--- config.mk ---
export PLATFORM = sky130hd
export DESIGN_NAME = amap_matcher
export DESIGN_NICKNAME = d
export VERILOG_FILES = /design/src/rtl/amap_pkg.sv /design/src/rtl/amap_table.sv /design/src/rtl/amap_rule.sv /design/src/rtl/amap_scan.sv /design/src/rtl/amap_matcher.sv
export SDC_FILE = /design/constraint.sdc
export NUM_CORES = 1
export LEC_CHECK = 0
export BUFFER_PORTS_ARGS = -buffer_cell sky130_fd_sc_hd__buf_2
export CAP_MARGIN = 20
export CORE_MARGIN = 10
export CORE_UTILIZATION = 56
export DETAILED_ROUTE_END_ITERATION = 12
export MAX_ROUTING_LAYER = met4
export PLACE_DENSITY = 0.87
export SLEW_MARGIN = 40
export SYNTH_ARGS = -nofsm -noshare
export SYNTH_HDL_FRONTEND = slang
export SYNTH_HIERARCHICAL = 1
export SYNTH_SLANG_ARGS = --single-unit
--- constraint.sdc ---
create_clock -name clk -period 3.81 [get_ports clk]
set_input_delay 0.1905 -clock clk [delete_from_list [all_inputs] [get_ports clk]]
set_output_delay 0.1905 -clock clk [all_outputs]
set_load 0.05 [all_outputs]
--- src/rtl/amap_pkg.sv ---
package amap_pkg;

  localparam int TBL_N     = 16;
  localparam int TBL_ROW_W = 5;
  localparam int TBL_COL_W = 4;

  typedef enum logic [1:0] {
    SCH_CBRD = 2'd0,
    SCH_CRBD = 2'd1,
    SCH_CBDR = 2'd2,
    SCH_NONE = 2'd3
  } sched_e;

  typedef struct packed {
    sched_e                 sch;
    logic [TBL_ROW_W-1:0]   rows;
    logic [TBL_COL_W-1:0]   cols;
  } map_ent_t;

  // Computed table contents; indices past the defined range never match.
  function automatic map_ent_t ent_at(input int unsigned k);
    map_ent_t e;
    e.sch  = SCH_NONE;
    e.rows = '0;
    e.cols = '0;
    if (k < 4) begin
      e.sch  = SCH_CBRD;
      e.rows = TBL_ROW_W'(13 + k);
      e.cols = TBL_COL_W'(10);
    end else if (k < 7) begin
      e.sch  = SCH_CBRD;
      e.rows = TBL_ROW_W'(14 + (k - 4));
      e.cols = TBL_COL_W'(11);
    end else if (k < 11) begin
      e.sch  = SCH_CBRD;
      e.rows = TBL_ROW_W'(13 + (k - 7));
      e.cols = TBL_COL_W'(9);
    end else begin
      case (k)
        11: begin e.sch = SCH_CRBD; e.rows = TBL_ROW_W'(15); e.cols = TBL_COL_W'(10); end
        12: begin e.sch = SCH_CRBD; e.rows = TBL_ROW_W'(14); e.cols = TBL_COL_W'(11); end
        13: begin e.sch = SCH_CRBD; e.rows = TBL_ROW_W'(13); e.cols = TBL_COL_W'(10); end
        14: begin e.sch = SCH_CBDR; e.rows = TBL_ROW_W'(16); e.cols = TBL_COL_W'(10); end
        15: begin e.sch = SCH_CBDR; e.rows = TBL_ROW_W'(16); e.cols = TBL_COL_W'(9);  end
        default: ;
      endcase
    end
    return e;
  endfunction

endpackage

--- src/rtl/amap_table.sv ---
module amap_table
  import amap_pkg::*;
#(
  parameter int N     = 16,
  parameter int IDX_W = 4
) (
  input  logic [IDX_W-1:0] sel_idx,
  output map_ent_t         ent
);

  map_ent_t rom [N];

  for (genvar g = 0; g < N; g++) begin : g_rom
    assign rom[g] = ent_at(g);
  end

  assign ent = rom[sel_idx];

endmodule

--- src/rtl/amap_rule.sv ---
module amap_rule
  import amap_pkg::*;
#(
  parameter int COL_W = 4,
  parameter int ROW_W = 5
) (
  input  map_ent_t         ent,
  input  sched_e           sel,
  input  logic [COL_W-1:0] col,
  input  logic [ROW_W-1:0] row,
  output logic             hit
);

  logic [COL_W-1:0] tc;
  logic [ROW_W-1:0] tr;
  logic col_eq, col_le, row_eq, row_le;

  always_comb begin
    tc     = COL_W'(ent.cols);
    tr     = ROW_W'(ent.rows);
    col_eq = (tc == col);
    col_le = (tc <= col);
    row_eq = (tr == row);
    row_le = (tr <= row);
    hit    = 1'b0;
    if (ent.sch == sel) begin
      unique case (sel)
        SCH_CBRD: hit = col_eq && row_eq;
        SCH_CRBD: hit = col_eq && row_le;
        SCH_CBDR: hit = col_eq || (col_le && row_eq);
        default:  hit = 1'b0;
      endcase
    end
  end

endmodule

--- src/rtl/amap_scan.sv ---
module amap_scan #(
  parameter int N     = 16,
  parameter int IDX_W = 4
) (
  input  logic             clk,
  input  logic             rst_n,
  input  logic             start,
  input  logic             hit,
  output logic             accept,
  output logic             busy,
  output logic [IDX_W-1:0] ptr,
  output logic             done,
  output logic [IDX_W-1:0] res_idx,
  output logic             res_none
);

  localparam logic [IDX_W-1:0] LAST = IDX_W'(N - 1);

  assign accept = start && !busy;

  always_ff @(posedge clk) begin
    if (!rst_n) begin
      busy     <= 1'b0;
      ptr      <= '0;
      done     <= 1'b0;
      res_idx  <= '0;
      res_none <= 1'b0;
    end else begin
      done <= 1'b0;
      if (accept) begin
        busy <= 1'b1;
        ptr  <= '0;
      end else if (busy) begin
        if (hit) begin
          busy     <= 1'b0;
          done     <= 1'b1;
          res_idx  <= ptr;
          res_none <= 1'b0;
        end else if (ptr == LAST) begin
          busy     <= 1'b0;
          done     <= 1'b1;
          res_idx  <= '0;
          res_none <= 1'b1;
        end else begin
          ptr <= ptr + 1'b1;
        end
      end
    end
  end

endmodule

--- src/rtl/amap_matcher.sv ---
module amap_matcher
  import amap_pkg::*;
#(
  parameter int COL_W = 4,
  parameter int ROW_W = 5,
  parameter int N     = TBL_N,
  localparam int IDX_W = $clog2(N)
) (
  input  logic             clk,
  input  logic             rst_n,
  input  logic             start,
  input  logic [COL_W-1:0] col_in,
  input  logic [ROW_W-1:0] row_in,
  input  logic             bus_is32,
  input  logic [1:0]       scheme,
  output logic             busy,
  output logic             done,
  output logic [IDX_W-1:0] map_idx,
  output logic             no_match
);

  logic [COL_W-1:0] col_eff, col_q;
  logic [ROW_W-1:0] row_q;
  sched_e           sch_q;
  logic             accept, hit;
  logic [IDX_W-1:0] ptr;
  map_ent_t         ent;

  // A 16-bit bus consumes one column address bit.
  always_comb begin
    if (bus_is32)            col_eff = col_in;
    else if (col_in == '0)   col_eff = '0;
    else                     col_eff = col_in - 1'b1;
  end

  always_ff @(posedge clk) begin
    if (!rst_n) begin
      col_q <= '0;
      row_q <= '0;
      sch_q <= SCH_NONE;
    end else if (accept) begin
      col_q <= col_eff;
      row_q <= row_in;
      sch_q <= sched_e'(scheme);
    end
  end

  amap_table #(.N(N), .IDX_W(IDX_W)) u_tbl (
    .sel_idx (ptr),
    .ent     (ent)
  );

  amap_rule #(.COL_W(COL_W), .ROW_W(ROW_W)) u_rule (
    .ent (ent),
    .sel (sch_q),
    .col (col_q),
    .row (row_q),
    .hit (hit)
  );

  amap_scan #(.N(N), .IDX_W(IDX_W)) u_scan (
    .clk      (clk),
    .rst_n    (rst_n),
    .start    (start),
    .hit      (hit),
    .accept   (accept),
    .busy     (busy),
    .ptr      (ptr),
    .done     (done),
    .res_idx  (map_idx),
    .res_none (no_match)
  );

endmodule

=== Yosys cells after proc, flatten, opt, wreduce, memory -nomap -nowiden ===
Memory sizes are Yosys's and may differ from the RTL's.
Cells that the tools add are included.

* ROM bits: 176
* Logic and storage cells: 55
* Output and inout bits: 7
* Input bits: 15
* Memories kept: 1
* Flip-flop bits (word level): 22

{| class="wikitable"
|+ Memories
! memory !! words !! width !! read ports !! clocked after Yosys merged registers in !! write ports !! RTL line !! text
|-
| (name not given) || 16 || 11 || 1 || 0 || 0 || amap_table.sv:17 || <nowiki>assign ent = rom[sel_idx];</nowiki>
|}

* Muxes and demuxes: 16
* Bitwise gates (word level): 6
* Order comparisons: 3
* Reductions and logical operators: 13
* Eq/ne operators: 6
* Add/subtract/negate cells: 2

{| class="wikitable"
|+ Operators with widths
! operator !! number
|-
| $mux W11 || 2
|-
| $mux W4 || 4
|-
| $mux W1 || 9
|-
| $reduce_and A3 Y1 || 2
|-
| $eq A5 B5 Y1 || 1
|-
| $ge A5 B5 Y1 const B || 1
|-
| $le A5 B5 Y1 || 1
|-
| $not A1 Y1 || 5
|-
| $not A4 Y5 || 1
|-
| $add A4 B1 Y4 const B || 1
|-
| $eq A4 B4 Y1 || 1
|-
| $eq A4 B4 Y1 const B || 1
|-
| $le A4 B4 Y1 || 1
|-
| $logic_and A1 B1 Y1 || 4
|-
| $logic_not A4 Y1 || 1
|-
| $sub A4 B1 Y4 const B || 1
|-
| $pmux W1 S3 || 1
|-
| $reduce_or A3 Y1 || 1
|-
| $eq A2 B1 Y1 const B || 1
|-
| $eq A2 B2 Y1 || 1
|-
| $eq A2 B2 Y1 const B || 1
|-
| $logic_not A2 Y1 || 1
|-
| $reduce_bool A2 Y1 || 1
|-
| $reduce_or A2 Y1 || 1
|-
| 2 further kinds || 2
|}

=== Logic depth before layout (Yosys ltp) ===
* Word-level depth: 12
* Depth in mapped cells: 14
* Gate-level depth less buffers: 13

=== Cells and area by module ===
The synthesis kept the hierarchy.

{| class="wikitable"
|+ Modules (own cells, without submodules)
! module !! area an instance (sq um) !! instances !! cells an instance !! seq. area each (sq um)
|-
| amap_scan || 475.5 || 1 || 48 || 220.2
|-
| amap_matcher || 456.7 || 1 || 46 || 220.2
|-
| amap_table || 311.5 || 1 || 36 || 0.0
|-
| amap_rule || 276.5 || 1 || 37 || 0.0
|}

=== Worst setup path after synthesis ===
Ideal clock, no wire load.

* Kind: reg-to-reg
* Start point: register u_scan.ptr[1]
* End point: register u_scan.ptr[0]
* Path slack: 0.765 ns
* Buffers on the path: 1
* Cell stages (with the launch flop): 14
* Arrival time: 2.975 ns
* Library setup time: 0.070 ns
* Period minus slack after synthesis: 3.045 ns
* Required time: 3.740 ns
* Cells stage by stage: dfxtp_1 -> ha_1 -> mux2i_1 -> mux2_2 -> buf_4 -> ha_1 -> and4_1 -> a211oi_1 -> a211oi_2 -> a31oi_1 -> o31ai_2 -> a31o_1 -> or3_1 -> a21oi_1

{| class="wikitable"
|+ RTL lines
! item !! RTL line !! text
|-
| start: declaration || amap_scan.sv:11 || <nowiki>output logic [IDX_W-1:0] ptr,</nowiki>
|-
| start signal: assignment || amap_scan.sv:45 || <nowiki>ptr <= ptr + 1'b1;</nowiki>
|}

==> reports/metrics.yaml <==
clock-skew-final_ps: 2.78
diodes: 0
synthToLayoutAreaGrowth_pct: 5.35
final_common_cell: "dfxtp_1"
post_cts_buffers: 0
synth_nets: 197
fin_crit_sh_pct: 94.3
drive_gt1_share_pct: 18.8
critical_path_class: "register to register"
syn_area_um2: 1520
path_clk_slew_ps: 120
multiInputGateArea_um2: 936
overflow: 0
initial_core_util_pct: 59.7
cts_buffers: 3
maxCapViolations: 0
yosys.area.top_type: "dfxtp_1"
fill_cells: 209
dpl_cell_area_um2: 1580
grt_pass1_wl_um: 5200
tightest_slew_ps: 549
coreArea_um2: 2540
synth_cells: 167
drv_slew: 0
io-pin-count: 22
cp.required_ps: 4020
post_cts_resized: 0
powerDensity_nw_per_um2: 269
dp_slack_ps: 373
cp-end-kind: "register"
grt_max_degree: 26
dr.first_iter.drc_count: 99
via_count: 1251
final-seq-area_um2: 440
total_power_mw: 0.431
worst_setup_path_start_kind: "register"
wirelength_um: 3050
avgSynthCellArea_um2: 9.10
grt_antenna_before_repair: 0
num-nets-final: 213
finalHoldViolations: 0
root_buffer: "clkbuf_4"
die_w_um: 72.1
grt.total_usage_pct: 12.2
dpl.cell_count: 208
mostFrequentLayoutCells: "dfxtp_1 (22), buf_2 (21), mux2i_1 (17)"
synth_warnings: 6
max_freq_mhz: 278
grt_pass1_vias: 1181
status: "finished clean"
crit_path_start: "u_scan/ptr[0]"
yosysSeqAreaShare_pct: 29.0
ys_async_sr_fraction_pct: 0
place_congestion: 0.879
dpl.hpwl_um: 2340
finalNonFillerCells: 211
die_area_um2: 5200
clock_sinks: 22
detail_route.wl_per_cell_um: 14.4
cp_data_arrival_time_ps: 3800
ys_types: 49
synth_ff_type: "dfxtp_1"
finalSetupViolCount: 0
h-tree-depth: 1
cts.path.max_buffers: 2
ys_top_cells_by_area: "dfxtp_1 (29%), ha_1 (12%), mux2i_1 (11%), inv_1 (3.5%), nand2_1 (3.0%)"
setup_ws_ps: 217
hold_ws_ps: 90.8
rsz0062_at_grt: "false"
synth_seq_cells: 22
ctsHoldBuffers: 0
fin_util_pct: 62.9
worst-path-max-fanout: 12
drc: 0
reg2reg_from: "u_scan/ptr[0]"
final_area_um2: 1600
ir_drop_v: 0.000246
antenna_left: 0
slew_headroom_pct: 63.3
cts_tree: "done"
finalCriticalPeriod_ps: 3590
synth_top_area_share_pct: 29.0
synth_edf_count: 0
drt-vias-per-instance: 5.93
finalSetupTns_ps: 0
cellLeakagePower_nw: 0.664
min-delay-start: "scheme[0]"
worstSkewPairLatency_ps: 310
num_rows: 18
hp-class: "input pin to register"
port_buffers: 21
fp.dieH_um: 72.1
dr.pass1.iters: 4
## registers in the layout (all words and copies together) (netlist names)
name / cells
col_q: 4
u_scan/res_idx: 4
u_scan/res_none: 1
u_scan/busy: 1
row_q: 5
sch_q: 2
u_scan/done: 1
u_scan/ptr: 4
## cells in the mapped netlist, types with 2 or more instances
master,instances
a21oi_1,6
nand4_1,2
dfxtp_1,22
nor3_1,2
or3_1,2
nor2b_1,6
mux2i_1,17
buf_4,4
nor2_1,2
nor3b_1,2
nand3b_1,3
buf_6,3
ha_1,15
o21ai_1,2
a32o_1,4
nand2_1,12
nand3_1,7
buf_2,2
a211oi_1,2
conb_1,2
inv_1,14
o21ai_0,6
a31oi_1,4
## cells by family after synthesis
logic type | after synthesis | synth area share (%)
compound gates | 36 | 17.2
flops | 22 | 29.0
other cells | 2 | 0.494
buf+inv | 25 | 9.46
xor+xnor | 1 | 0.576
fa+ha+maj | 15 | 12.3
simple gates | 47 | 18.0
mux | 19 | 12.9
## layer usage
metal | up-vias | part of all wire (%) | global-route usage [%] | wire length (um)
li1 | 627 | - | - | -
met1 | 559 | 43 | 14.2 | 1300
met2 | 55 | 50 | 21.1 | 1520
met3 | 10 | 5.1 | 1.36 | 156
met4 | 0 | 2.3 | 4.52 | 70
met5 | - | 0 | - | 0
## critical path, cell delays in order (launching register included)
cell and delay [ps]:
dfxtp_1 620, inv_1 120, ha_1 310, nor3b_1 260
a221oi_2 70, ha_1 340, and4_1 230, nand2_1 100
o31ai_1 260, a31oi_1 130, o31ai_2 330, a31o_1 260
nand2_1 160, a32o_1 310
## where the power goes
| group | switching, mW | internal [mW] |
|---|---|---|
| logic | 0.0406 | 0.0332 |
| registers | 0.0103 | 0.240 |
| clock network | 0.0697 | 0.0370 |
| total | 0.121 | 0.310 |
## worst paths after layout
kind | endpoint | cells past startpoint | slack, ps
hold reg to reg | u_scan/res_none | 2 | 480
setup / recovery | u_scan/res_idx[0] | 13 | 220
setup reg to reg | u_scan/res_idx[0] | 13 | 220
hold / removal | sch_q[0] | 3 | 90
## layout make-up
cell class | instances | area share, %
Clock buffer | 3 | 1.41
Timing Repair Buffer | 22 | 7.03
Multi-Input combinational cell | 120 | 58.4
Inverter | 14 | 3.28
Tap cell | 30 | 2.34
Sequential cell | 22 | 27.5
Power figures use the tool's default switching activity.
